### src/rtl/ir_pre_pkg.sv
package ir_pre_pkg;
  typedef enum logic {
    ST_IDLE = 1'b0,
    ST_SEND = 1'b1
  } ir_pre_state_e;

  localparam logic [7:0] SIR_BOF_CHAR  = 8'hC0;
  localparam logic [7:0] SIR_XBOF_CHAR = 8'hFF;
  localparam logic [7:0] MIR_FLAG_CHAR = 8'h7E;
endpackage

### src/rtl/ir_len_reg.sv
module ir_len_reg #(
  parameter int LEN_W = 8,
  parameter int REG_W = 16
) (
  input  logic             clk_i,
  input  logic             rst_ni,
  input  logic             we_i,
  input  logic [LEN_W-1:0] wdata_i,
  output logic [LEN_W-1:0] len_o,
  output logic [REG_W-1:0] rdata_o
);
  logic [LEN_W-1:0] len_q;

  always_ff @(posedge clk_i or negedge rst_ni) begin
    if (!rst_ni) len_q <= '0;
    else if (we_i) len_q <= wdata_i;
  end

  assign len_o   = len_q;
  assign rdata_o = {{(REG_W-LEN_W){1'b0}}, len_q};
endmodule

### src/rtl/ir_pre_len_calc.sv
module ir_pre_len_calc #(
  parameter int LEN_W   = 8,
  parameter int CNT_W   = LEN_W + 1,
  parameter int MIR_MIN = 2
) (
  input  logic [LEN_W-1:0] len_i,
  input  logic             mir_i,
  output logic [CNT_W-1:0] total_o
);
  localparam logic [CNT_W-1:0] SIR_WRAP = CNT_W'(1) << LEN_W;
  localparam logic [CNT_W-1:0] MIR_ADD  = CNT_W'(MIR_MIN);

  logic [CNT_W-1:0] len_ext;
  assign len_ext = CNT_W'(len_i);

  always_comb begin
    if (mir_i)            total_o = len_ext + MIR_ADD;
    else if (len_i == '0) total_o = SIR_WRAP;  // zero selects the longest SIR run
    else                  total_o = len_ext;
  end
endmodule

### src/rtl/ir_pre_ctrl.sv
module ir_pre_ctrl
  import ir_pre_pkg::*;
#(
  parameter int CNT_W = 9
) (
  input  logic             clk_i,
  input  logic             rst_ni,
  input  logic             start_i,
  input  logic             mir_i,
  input  logic [CNT_W-1:0] total_i,
  input  logic             ready_i,
  output logic             busy_o,
  output logic             first_o,
  output logic             mir_q_o,
  output logic [CNT_W-1:0] remaining_o,
  output logic             done_o
);
  ir_pre_state_e    state_q;
  logic [CNT_W-1:0] rem_q;
  logic             first_q, mir_q, done_q;

  always_ff @(posedge clk_i or negedge rst_ni) begin
    if (!rst_ni) begin
      state_q <= ST_IDLE;
      rem_q   <= '0;
      first_q <= 1'b0;
      mir_q   <= 1'b0;
      done_q  <= 1'b0;
    end else begin
      done_q <= 1'b0;
      unique case (state_q)
        ST_IDLE: begin
          if (start_i) begin
            state_q <= ST_SEND;
            rem_q   <= total_i;
            first_q <= 1'b1;
            mir_q   <= mir_i;
          end
        end
        ST_SEND: begin
          if (ready_i) begin
            first_q <= 1'b0;
            if (rem_q == CNT_W'(1)) begin
              state_q <= ST_IDLE;
              rem_q   <= '0;
              done_q  <= 1'b1;
            end else begin
              rem_q <= rem_q - CNT_W'(1);
            end
          end
        end
        default: state_q <= ST_IDLE;
      endcase
    end
  end

  assign busy_o      = (state_q == ST_SEND);
  assign first_o     = first_q;
  assign mir_q_o     = mir_q;
  assign remaining_o = rem_q;
  assign done_o      = done_q;
endmodule

### src/rtl/ir_pre_char_sel.sv
module ir_pre_char_sel
  import ir_pre_pkg::*;
(
  input  logic       mir_i,
  input  logic       first_i,
  output logic [7:0] char_o
);
  always_comb begin
    if (mir_i)        char_o = MIR_FLAG_CHAR;
    else if (first_i) char_o = SIR_BOF_CHAR;
    else              char_o = SIR_XBOF_CHAR;
  end
endmodule

### src/rtl/irda_preamble_seq.sv
module irda_preamble_seq #(
  parameter int LEN_W   = 8,
  parameter int REG_W   = 16,
  parameter int MIR_MIN = 2
) (
  input  logic             clk_i,
  input  logic             rst_ni,
  input  logic             reg_we_i,
  input  logic [REG_W-1:0] reg_wdata_i,
  output logic [REG_W-1:0] reg_rdata_o,
  input  logic             mode_mir_i,
  input  logic             start_i,
  output logic             busy_o,
  output logic             char_valid_o,
  output logic [7:0]       char_data_o,
  input  logic             char_ready_i,
  output logic             done_o
);
  localparam int CNT_W = LEN_W + 1;

  logic [LEN_W-1:0] len;
  logic [CNT_W-1:0] total, remaining;
  logic             first, mode_q, busy;
  logic             unused_wdata;

  assign unused_wdata = ^reg_wdata_i[REG_W-1:LEN_W];

  ir_len_reg #(.LEN_W(LEN_W), .REG_W(REG_W)) u_reg (
    .clk_i   (clk_i),
    .rst_ni  (rst_ni),
    .we_i    (reg_we_i),
    .wdata_i (reg_wdata_i[LEN_W-1:0]),
    .len_o   (len),
    .rdata_o (reg_rdata_o)
  );

  ir_pre_len_calc #(.LEN_W(LEN_W), .CNT_W(CNT_W), .MIR_MIN(MIR_MIN)) u_calc (
    .len_i   (len),
    .mir_i   (mode_mir_i),
    .total_o (total)
  );

  ir_pre_ctrl #(.CNT_W(CNT_W)) u_ctrl (
    .clk_i       (clk_i),
    .rst_ni      (rst_ni),
    .start_i     (start_i),
    .mir_i       (mode_mir_i),
    .total_i     (total),
    .ready_i     (char_ready_i),
    .busy_o      (busy),
    .first_o     (first),
    .mir_q_o     (mode_q),
    .remaining_o (remaining),
    .done_o      (done_o)
  );

  ir_pre_char_sel u_sel (
    .mir_i   (mode_q),
    .first_i (first),
    .char_o  (char_data_o)
  );

  assign busy_o       = busy;
  assign char_valid_o = busy;
endmodule

### config.mk
export PLATFORM = sky130hd
export DESIGN_NAME = irda_preamble_seq
export DESIGN_NICKNAME = d
export VERILOG_FILES = /design/src/rtl/ir_pre_pkg.sv /design/src/rtl/ir_len_reg.sv /design/src/rtl/ir_pre_len_calc.sv /design/src/rtl/ir_pre_ctrl.sv /design/src/rtl/ir_pre_char_sel.sv /design/src/rtl/irda_preamble_seq.sv
export SDC_FILE = /design/constraint.sdc
export NUM_CORES = 1
export LEC_CHECK = 0
export ABC_AREA = 1
export CAP_MARGIN = 10
export CORE_ASPECT_RATIO = 1.5
export CORE_MARGIN = 2
export CORE_UTILIZATION = 40
export CTS_CLUSTER_SIZE = 12
export DETAILED_ROUTE_END_ITERATION = 7
export PLACE_DENSITY = 0.87
export SLEW_MARGIN = 25
export SYNTH_ARGS = -nofsm -noshare
export SYNTH_HDL_FRONTEND = slang
export SYNTH_SLANG_ARGS = --single-unit
### constraint.sdc
create_clock -name clk_i -period 1.2 [get_ports clk_i]
set_input_delay 0.12 -clock clk_i [delete_from_list [all_inputs] [get_ports clk_i]]
set_output_delay 0.12 -clock clk_i [all_outputs]
set_load 0.05 [all_outputs]
# After elaboration in Yosys (flattened, before gate mapping)
# Index checks and enable logic that the tools add are counted.
# word_totals
register_bits	21
in_bits	22
# classes
mux	18
eq_ne	3
reduce_logical	3
n_bitwise	1
addsub	2
# ops
cell	n
9-bit 2-to-1 mux	5
9-bit one-hot mux with 2 select lines	1
8-bit by 2-bit adder with 9-bit output (second input constant)	1
9-bit by 1-bit equality test with 1-bit output (second input constant)	1
9-bit by 1-bit subtractor with 9-bit output (second input constant)	1
8-bit zero test	1
1-bit 2-to-1 mux	8
8-bit 2-to-1 mux	1
6-bit 2-to-1 mux	1
2-bit inequality test (second input constant)	2
1-bit one-hot mux with 2 select lines	2
2-bit AND reduction	2
1-bit inverter	1

# Longest topological paths before layout
# Gate-level depths: netlist (run 1).
# logic_depth
depth_word	5
mapped_depth	11
depth_no_buf	11

# Modules after synthesis
# Synthesis (run 1) repeated with hierarchy kept, for this count alone.
# unflattened
cells_unflattened	205
area_unflattened_um2	1497.7
# by_module_without_submodules
module	area_each_um2	cells_per_inst	n_inst	seq_area_each_um2
ir_pre_ctrl	797.0	104	1	325.3
ir_len_reg	429.2	51	1	200.2
ir_pre_len_calc	209.0	40	1	0.0
ir_pre_char_sel	55.1	9	1	0.0
irda_preamble_seq	7.5	1	1	0.0

# Worst setup path before layout (run 1)
# OpenSTA, ideal clock, no wires.
# synth_path
path_kind	reg-to-output
start	register u_ctrl.mir_q, in the netlist u_ctrl.mir_q_o
end	output char_data_o[2]
stages_incl_launch_ff	4
t_arrival_ps	1505
path_slack_ps	-425
path_cell_list	dfrtp_1 -> inv_1 -> nand2_1 -> buf_4
# synth_between
elab_chain_len	1
# synth_lines
item	line	rtl
from (decl)	ir_pre_ctrl.sv:20	logic first_q, mir_q, done_q;
from (signal assigned)	ir_pre_ctrl.sv:37	mir_q <= mir_i;
8-bit 2-to-1 mux	ir_pre_char_sel.sv:9	if (mir_i) char_o = MIR_FLAG_CHAR;
to (decl)	irda_preamble_seq.sv:15	output logic [7:0] char_data_o,
# Every way passes these cells.

# Final worst setup path (run 1)
# layout_path
start	register u_ctrl.rem_q[1], in the netlist u_ctrl.remaining_o[1]
end	register u_ctrl.rem_q[8], in the netlist u_ctrl.remaining_o[8]
# layout_between
elab_chain_len	4
word_cells_on_any_way	5
cone_classes	add/sub (1); eq/ne (1); mux (3)
# layout_lines
item	line	rtl
from (decl)	ir_pre_ctrl.sv:19	logic [CNT_W-1:0] rem_q;
from (signal assigned)	ir_pre_ctrl.sv:35	rem_q <= total_i;
from (signal assigned)	ir_pre_ctrl.sv:48	rem_q <= rem_q - CNT_W'(1);
9-bit by 1-bit subtractor with 9-bit output or 9-bit by 1-bit equality test with 1-bit output (tied branches)	ir_pre_ctrl.sv:48, ir_pre_ctrl.sv:43	
9-bit 2-to-1 mux *	ir_pre_ctrl.sv:43	if (rem_q == CNT_W'(1)) begin
9-bit 2-to-1 mux *	ir_pre_ctrl.sv:41	if (ready_i) begin
9-bit one-hot mux with 2 select lines *	ir_pre_ctrl.sv:31	unique case (state_q)
# Mark *: on every way between the ends. The rest lies on a longest branch, timed or not. The select of a mux whose other input is x is not followed.
# A chain may end at the register's enable or synchronous reset.

==> results.cfg, run 1 <==
[clocking]
hold_bufs_inserted_after_cts = 0
cts_tree = done
insertion_delay_ns = 0.26
clock_tree.root_cell = clkbuf_8
clock_slew_seen_by_the_registers_of_the_worst_setup_and_hold_paths_ns = 0.07
cts_max_path_buffers = 2
cts_num_sinks = 21
numCtsBuffers = 3
h-tree-depth = 1

[worst_setup_path]
timing.reg2reg.worst_path_depth = 11
critical_path.cell_chain = inv_2 -> ha_4 -> inv_2 -> nor2_2 -> nand2_1 -> nor2_2 -> nor2_4 -> nand3_1 -> nand2_1 -> nand2_1 -> nand2_1
critPathBufInv = 2
worstSetupEndpointType = flop
cpMostUsedCell = nand2_1
slowest_delay_ns = 0.39
crit_path_max_fanout = 5
worst_path_dominant_cell_family = simple AND/OR/NAND/NOR gates
worstReg2RegStart = u_ctrl.remaining_o[1]
cpMaxStageDelayCell = dfrtp_1
cp_data_arrival_time_ns = 1.46
critical_path.reg2reg.endpoint = u_ctrl.remaining_o[8]
ff2ff_setup_slack_ns = -0.10
kind_of_critical_path = reg -> reg
cp_data_required_time_ns = 1.35
timing.critical_path.from_type = flop

[synth]
synth_common_cells = nand2_1, nor2_1, dfrtp_1, inv_1, o21ai_0
syn_area_per_cell_sq_um = 6.88
synth_edf_count = 0
synthCells = 203
yosys.cell_count.top_type = nand2_1
mappedNetlistArea_sq_um = 1400
yosys-top-cells-area = dfrtp_1, nand2_1, buf_4
yosys.cell_types.count = 22
yosys_warnings = 0
synth.ff_latch_count = 21
ys.flop_type = dfrtp_1
synthDominantCellAreaShare_pct = 37.6
portion_of_the_post_synthesis_area_used_by_sequential_elements_pct = 37.6
yosys.area.top_type = dfrtp_1
asyncSetResetFlopFracSynth_pct = 100

[drt]
detailroute.via_count = 1479
finalWirelength_mm = 3.91
routedWlPerCell_um = 13.1
vias_per_cell = 4.96
ant_nets = 0
detail_route.iter0.violations = 52
dr.pass1.iters = 4
drt_drc_violations_left = 0

[die]
placeableCoreArea_sq_um = 3380
dieHeight_um = 76.4
ioPinCount = 49
floorplan.die.width_um = 52.2
total_die_area_sq_um = 3990
initial_utilization_pct = 41.3
rows = 26

[global_route]
globalRoute.totalOverflow = 0
gr-usage-met2_pct = 37.0
met3_routing_resource_usage_after_global_routing_pct = 2.55
antenna_found_initial = 0
number_of_global_route_vias_before_repair = 1538
grt_util_met1_pct = 22.6
grt_util_overall_pct = 20.7
grt_start_max_net_pins = 22
grt_pass1_wl_mm = 6.43
globalRoute.busiestLayer = met2

[power_and_ir_drop]
ir_worst_vdd_v = 0.00110
cellPowerDensity_nw_per_um2 = 1500
p_leak_nw = 1.09

[cells_and_area]
diodes = 0
total_area_of_multi_input_combinational_cells_sq_um = 802
postLayoutCellArea_sq_um = 2260
number_of_nets_at_the_end_of_the_flow = 282
filler_cell_count = 241
drive_above_1_share_pct = 35.5
area_occupied_by_registers_sq_um = 538
synthToLayoutAreaGrowth_pct = 62.1
fin_cells = 298

[place]
port-buffer-count = 31
place_inst = 291
hpwlAfterDp_mm = 2.92
gpl.final_weighted_congestion = 0.906
placed_cell_area_sq_um = 2120

[sta]
rsz0062_at_grt = yes
report.final.hold_viol_count = 0
finalClockSkew_ns = 0.00275
hold_slack_ns = 0.208
setup_viol = 15
setup_total_negative_slack_ns = -0.898
max_clock_freq_ghz = 0.768
maxSlewViolCount = 0
final_cycle_utilization_of_the_critical_path_pct = 108
post-route-min-period_ns = 1.30
worst_slack_setup_final_ns = -0.102

[status]
failed_checks = setup timing
run_status = finished, violations left

[flow_run]
max-cap-violations = 0

[worst_hold_path]
timing.hold.worst.class = in -> async
final cells by class:
cell class,instances,area share [%]
Multi-Input combinational cell,148,35.4
Timing Repair Buffer,59,32.3
Sequential cell,21,23.8
Inverter,24,4.15
Tap cell,42,2.32
Clock buffer,4,1.99
routing by layer:
layer / part of all wire, % / wire length (um)
met1: 35 / 1370
met2: 57 / 2230
met4: 3.0 / 117
met5: 0 / 0
met3: 5.0 / 197
worst register-to-register path, stage by stage, from the launching register on:
cell and delay (ns):
dfrtp_1 0.39, inv_2 0.09, ha_4 0.14, inv_2 0.03, nor2_2 0.06, nand2_1 0.06
nor2_2 0.14, nor2_4 0.06, nand3_1 0.07, nand2_1 0.05, nand2_1 0.05, nand2_1 0.05
cell usage in the layout, fill, tap and decap left out, types with 6 or more instances in the layout:
master | Yosys | final
buf_4 | 15 | 22
nor2_2 | 4 | 6
dfrtp_1 | 21 | 13
dfrtp_2 | 0 | 7
nand3_1 | 12 | 12
buf_12 | 0 | 19
nor2_1 | 23 | 17
clkdlybuf4s50_1 | 0 | 13
nand2_2 | 0 | 6
nand2_1 | 63 | 56
conb_1 | 2 | 9
inv_2 | 3 | 7
o21ai_0 | 17 | 16
inv_1 | 21 | 16
through the flow:
stage	utilization [%]	power [mW]	setup WS [ns]
detailed placement	62.6	2.75	-0.229
global route	66.9	3.62	-0.255
floorplan	-	1.99	-0.130
CTS	65.1	3.29	-0.107
global placement	62.6	2.68	-0.182
finish	66.9	3.40	-0.102
flip-flops by register name, indices dropped and copies added (netlist names):
name                count
u_ctrl.first_o          1
u_ctrl.remaining_o      9
u_ctrl.busy_o           1
u_reg.len_o             8
u_ctrl.mir_q_o          1
u_ctrl.done_o           1
where the power goes:
| group | internal, mW | switching [mW] | leakage [nW] |
|---|---|---|---|
| logic | 0.877 | 0.970 | 0.822 |
| clock network | 0.237 | 0.228 | 0.0228 |
| registers | 0.876 | 0.209 | 0.244 |
| total | 1.99 | 1.41 | 1.09 |
cells by family after synthesis:
logic type,count (synthesis),synth area share [%]
adder cells (fa/ha/maj),3,2.69
other,2,0.538
buffers and inverters,41,15.6
multiplexers,1,0.806
flip-flops,21,37.6
XOR/XNOR,2,1.25
AO/OA/AOI/OAI,28,10.3
AND/OR/NAND/NOR,105,31.2
how the worst max path moves through the flow:
stage	from	endpoint	slack, ns	cells past startpoint
final	u_ctrl.remaining_o[1]	u_ctrl.remaining_o[8]	-0.10	11
after global routing	u_ctrl.remaining_o[1]	u_ctrl.remaining_o[3]	-0.25	11
after CTS	u_ctrl.remaining_o[1]	u_ctrl.remaining_o[3]	-0.11	11
after detailed placement	mode_mir_i	u_ctrl.remaining_o[8]	-0.23	9
after global placement	mode_mir_i	u_ctrl.remaining_o[7]	-0.18	8
after floorplan	u_reg.len_o[2]	u_ctrl.remaining_o[7]	-0.13	8
what timing repair did:
action / CTS / global route
setup buffers: 2 / 2
pin swaps: 17 / 10
gates resized for setup: 8 / 17
setup endpoints to repair: 16 / 20
(Power assumes the default switching activity.)
==> inputs of run 2 (changes only) <==
--- a/config.mk
+++ b/config.mk
@@ -8,11 +8,10 @@
 export ABC_AREA = 1
 export CAP_MARGIN = 10
 export CORE_ASPECT_RATIO = 1.5
-export CORE_MARGIN = 2
-export CORE_UTILIZATION = 40
+export CORE_UTILIZATION = 48
 export CTS_CLUSTER_SIZE = 12
 export DETAILED_ROUTE_END_ITERATION = 7
-export PLACE_DENSITY = 0.87
+export PLACE_DENSITY = 0.95
 export SLEW_MARGIN = 25
 export SYNTH_ARGS = -nofsm -noshare
 export SYNTH_HDL_FRONTEND = slang
==> constraint.sdc (replaced) <==
create_clock -name clk_i -period 1.6 [get_ports clk_i]
set_input_delay 0.16 -clock clk_i [delete_from_list [all_inputs] [get_ports clk_i]]
set_output_delay 0.16 -clock clk_i [all_outputs]
set_load 0.05 [all_outputs]
==> run 2 against run 1 <==
Compared with the run above: the run now ends clean; combinational power shrank 54%; highest routed layer unchanged; global-route usage rose by 1.8 points; die area shrank 21%; register-to-register slack improved by 0.24 ns; maximum frequency decreased by 11%.
==> results.cfg, run 2 (synthesis gave the netlist of run 1 again) <==
[status]
run_status = completed

[drt]
ant_nets = 0
routedWlPerCell_um = 11.0
finalWirelength_mm = 2.97
drt_drc_violations_left = 0
detail_route.iter0.violations = 35
vias_per_cell = 4.93
dr.pass1.iters = 4
detailroute.via_count = 1332

[worst_setup_path]
cpMostUsedCell = nand2_1
slowest_delay_ns = 0.39
cp_data_arrival_time_ns = 1.61
crit_path_max_fanout = 5
cp_data_required_time_ns = 1.75
critical_path.cell_chain = inv_1 -> ha_1 -> inv_1 -> nor2_1 -> nand2_1 -> nor2_2 -> nor2_4 -> o21ai_1 -> nand2_1 -> nand2_1 -> nand2_1
kind_of_critical_path = reg -> reg
worstSetupEndpointType = flop
timing.critical_path.from_type = flop
cpMaxStageDelayCell = dfrtp_1

[sta]
finalClockSkew_ns = 0.00178
final_cycle_utilization_of_the_critical_path_pct = 91.3
maxSlewViolCount = 0
max_clock_freq_ghz = 0.685
rsz0062_at_grt = no
report.final.hold_viol_count = 0
post-route-min-period_ns = 1.46
setup_total_negative_slack_ns = 0
hold_slack_ns = 0.238
setup_viol = 0

[place]
port-buffer-count = 31
gpl.final_weighted_congestion = 0.837
hpwlAfterDp_mm = 2.39

[global_route]
grt_pass1_wl_mm = 5.15
grt_start_max_net_pins = 22
number_of_global_route_vias_before_repair = 1308
grt_util_overall_pct = 22.5
globalRoute.totalOverflow = 0
antenna_found_initial = 0

[clocking]
numCtsBuffers = 3
clock_slew_seen_by_the_registers_of_the_worst_setup_and_hold_paths_ns = 0.07
cts_setup_buffers = 0
cts_num_sinks = 21
cts_max_path_buffers = 2
cts_tree = done
cts_repair_resize_count = 0
insertion_delay_ns = 0.26
hold_bufs_inserted_after_cts = 0
clock_tree.root_cell = clkbuf_8
h-tree-depth = 1

[cells_and_area]
finalCoreUtilization_pct = 63.5
number_of_nets_at_the_end_of_the_flow = 259
area_occupied_by_registers_sq_um = 526
filler_cell_count = 239
layout_commonest_cell = nand2_1
total_area_of_multi_input_combinational_cells_sq_um = 682
number_of_flip_flops_in_the_largest_register = 9
drive_above_1_share_pct = 15.9
synthToLayoutAreaGrowth_pct = 22.9
final_cell_mix = nand2_1, nor2_1, inv_1, buf_4, dfrtp_1
diodes = 0

[die]
ioPinCount = 49
dieHeight_um = 68.1
initial_utilization_pct = 51.6
total_die_area_sq_um = 3130
rows = 23
placeableCoreArea_sq_um = 2710
floorplan.die.width_um = 46.0

[flow_run]
max-cap-violations = 0

[power_and_ir_drop]
ir_worst_vdd_v = 0.000691
p_leak_nw = 0.893
cellPowerDensity_nw_per_um2 = 1150

[worst_hold_path]
timing.hold.worst.class = in -> async
[run 2: worst paths after layout]
kind	to	start	slack, ns	cells past startpoint
max	u_ctrl.remaining_o[3]	u_ctrl.remaining_o[1]	0.14	11
max reg2reg	u_ctrl.remaining_o[3]	u_ctrl.remaining_o[1]	0.14	11
min in group clk_i	u_reg.len_o[1]	reg_wdata_i[1]	0.46	3
min reg2reg	u_ctrl.first_o	u_ctrl.first_o	0.52	2
max in group asynchronous	u_ctrl.remaining_o[3]	rst_ni	1.15	2
min	u_reg.len_o[0]	rst_ni	0.24	2
[run 2: worst max-delay path, delay by kind of cell, from the launching register on]
family                   cells  cell delay [ns]
flip-flops                   1             0.39
adder cells (fa/ha/maj)      1             0.19
AND/OR/NAND/NOR              7             0.51
AO/OA/AOI/OAI                1             0.09
buffers and inverters        2             0.17
[run 2: report_power, final]
part	internal [mW]	switching, mW	total [mW]	leakage (nW)
Clock	0.177	0.163	0.341	0.0228
Combinational	0.294	0.554	0.847	0.619
Sequential	0.654	0.140	0.794	0.251
Total	1.12	0.857	1.98	0.893
[run 2: final cells by class]
class | count | area share [%]
flip-flops and latches | 21 | 30.6
multi-input cells | 148 | 39.7
inverters | 24 | 5.25
repair buffers | 36 | 19.1
clock buffers | 4 | 2.62
well taps | 37 | 2.70
[run 2: per-stage QoR]
stage,worst slack [ns],cell area [sq um],power (mW),instances
after floorplan,0.0260,1430,1.43,210
after global placement,0.0998,1670,1.62,266
after detailed placement,0.0974,1670,1.64,266
after CTS,0.146,1720,1.99,270
after global routing,0.0316,1720,2.13,270
final,0.140,1720,1.98,270
[run 2: metal layers]
layer / vias to the layer above / track usage (%) / routed length [um]
met5: - / 0 / 0
met4: 0 / 14.3 / 103
met3: 12 / 2.37 / 85
met2: 43 / 41.5 / 1690
met1: 601 / 22.7 / 1100
li1: 676 / - / -
==> inputs of run 3 (changes only) <==
--- a/config.mk
+++ b/config.mk
@@ -7,11 +7,14 @@
 export LEC_CHECK = 0
 export ABC_AREA = 1
 export CAP_MARGIN = 10
+export CELL_PAD_IN_SITES_DETAIL_PLACEMENT = 1
+export CELL_PAD_IN_SITES_GLOBAL_PLACEMENT = 1
 export CORE_ASPECT_RATIO = 1.5
-export CORE_UTILIZATION = 48
+export CORE_UTILIZATION = 33
 export CTS_CLUSTER_SIZE = 12
 export DETAILED_ROUTE_END_ITERATION = 7
 export PLACE_DENSITY = 0.95
+export REMOVE_ABC_BUFFERS = 1
 export SLEW_MARGIN = 25
 export SYNTH_ARGS = -nofsm -noshare
 export SYNTH_HDL_FRONTEND = slang
==> run 3 against run 2 <==
Compared with the run above: power up 4.1%; count of clock-buffer cells in the layout did not move; global-route usage down 1.2 points; final area is 4.5% higher; worst setup slack got worse by 0.053 ns; critical endpoint is now u_ctrl.remaining_o[8].
==> results.cfg, run 3 (synthesis gave the netlist of run 1 again) <==
[cells_and_area]
final_cell_mix = nand2_1, nor2_1, dfrtp_1, inv_1
filler_cell_count = 514
drive_above_1_share_pct = 16.2
synthToLayoutAreaGrowth_pct = 28.5
fin_cells = 279
layout_commonest_cell = nand2_1
postLayoutCellArea_sq_um = 1790
number_of_flip_flops_in_the_largest_register = 9
number_of_nets_at_the_end_of_the_flow = 260
diodes = 0

[die]
placeableCoreArea_sq_um = 3990
dieHeight_um = 81.7
total_die_area_sq_um = 4500
ioPinCount = 49
floorplan.die.width_um = 55.1
initial_utilization_pct = 35.0
rows = 28

[worst_setup_path]
critical_path.cell_chain = inv_1 -> ha_1 -> nand2_1 -> nor2_1 -> nand2_1 -> nand3_1 -> nand2_1 -> nand2_1 -> nand2_1
crit_path_max_fanout = 4
kind_of_critical_path = reg -> reg
cp_data_arrival_time_ns = 1.67
worstSetupEndpointType = flop
slowest_delay_ns = 0.41
cpMostUsedCell = nand2_1
ff2ff_setup_slack_ns = 0.09
cpMaxStageDelayCell = dfrtp_1
timing.critical_path.from_type = flop
cp_data_required_time_ns = 1.76

[status]
run_status = completed

[global_route]
antenna_found_initial = 0
grt_pass1_wl_mm = 6.76
grt_start_max_net_pins = 22
number_of_global_route_vias_before_repair = 1536
grt_util_overall_pct = 21.3
globalRoute.totalOverflow = 0

[drt]
detail_route.iter0.violations = 25
ant_nets = 0
routedWlPerCell_um = 14.3
dr.pass1.iters = 4
detailroute.via_count = 1381
finalWirelength_mm = 4.00
vias_per_cell = 4.95
drt_drc_violations_left = 0

[sta]
worst_slack_setup_final_ns = 0.0869
setup_total_negative_slack_ns = 0
post-route-min-period_ns = 1.51
setup_viol = 0
hold_slack_ns = 0.230
rsz0062_at_grt = yes
report.final.hold_viol_count = 0
max_clock_freq_ghz = 0.661
maxSlewViolCount = 0
finalClockSkew_ns = 0.00217
final_cycle_utilization_of_the_critical_path_pct = 94.6

[power_and_ir_drop]
cellPowerDensity_nw_per_um2 = 1150
p_leak_nw = 0.929
ir_worst_vdd_v = 0.000824

[clocking]
cts_max_path_buffers = 2
clock_slew_seen_by_the_registers_of_the_worst_setup_and_hold_paths_ns = 0.08
cts_tree = done
numCtsBuffers = 3
clock_tree.root_cell = clkbuf_8
insertion_delay_ns = 0.27
cts_num_sinks = 21
h-tree-depth = 1

[place]
placed_cell_area_sq_um = 1740
hpwlAfterDp_mm = 3.26
post-place-ws_ns = 0.0146
gpl.final_weighted_congestion = 0.812
place_inst = 274
port-buffer-count = 31

[worst_hold_path]
timing.hold.worst.class = in -> async

[flow_run]
max-cap-violations = 0
-- run 3: cell types whose count changed in the layout (fill, tap and decap cells not counted), sizes merged --
cell,delta
buf,+1
-- run 3: worst max-delay path, delay by kind of cell (launching register included) --
kind	cells	cell delay [ns]
and+or+nand+nor	7	0.56
buffers and inverters	1	0.14
adders and majority gates	1	0.28
DFF	1	0.41
-- run 3: final cells by class --
| cell class | instances | area (sq um) | share of cell area [%] |
|---|---|---|---|
| Tap cell | 45 | 56.3 | 3.14 |
| Sequential cell | 21 | 526 | 29.3 |
| Multi-Input combinational cell | 148 | 679 | 37.9 |
| Inverter | 24 | 90.1 | 5.02 |
| Clock buffer | 4 | 45.0 | 2.51 |
| Timing Repair Buffer | 37 | 398 | 22.2 |
-- run 3: repair_timing --
item                       CTS  global route
setup buffers                0             1
setup endpoints to repair    0             2
hold buffers                 0             0
resized for setup            0             1
-- run 3: worst paths after layout --
check / startpoint / cells past startpoint / end
max in group asynchronous: rst_ni / 2 / u_ctrl.remaining_o[4]
max reg2reg: u_ctrl.remaining_o[0] / 9 / u_ctrl.remaining_o[8]
max: u_ctrl.remaining_o[0] / 9 / u_ctrl.remaining_o[8]
min reg2reg: u_ctrl.first_o / 2 / u_ctrl.first_o
min in group clk_i: reg_wdata_i[3] / 3 / u_reg.len_o[3]
min: rst_ni / 2 / u_reg.len_o[0]
-- run 3: stage by stage --
stage	util, %	total power, mW
after global placement	43.6	1.63
after global routing	44.9	2.20
after CTS	44.7	2.06
final	44.9	2.06
after floorplan	-	1.40
after detailed placement	43.6	1.70
-- run 3: layer usage --
| metal | global-route usage, % | wire length, um | vias to the layer above |
|---|---|---|---|
| li1 | - | - | 673 |
| met4 | 12.8 | 155 | 0 |
| met1 | 20.3 | 1390 | 661 |
| met5 | 0 | 0 | - |
| met2 | 41.7 | 2390 | 36 |
| met3 | 0.741 | 57 | 11 |
-- run 3: power breakdown --
part	switching, mW	internal (mW)	leakage, nW
combinational	0.594	0.313	0.655
sequential	0.144	0.653	0.251
clock	0.181	0.178	0.0228
total	0.919	1.14	0.929
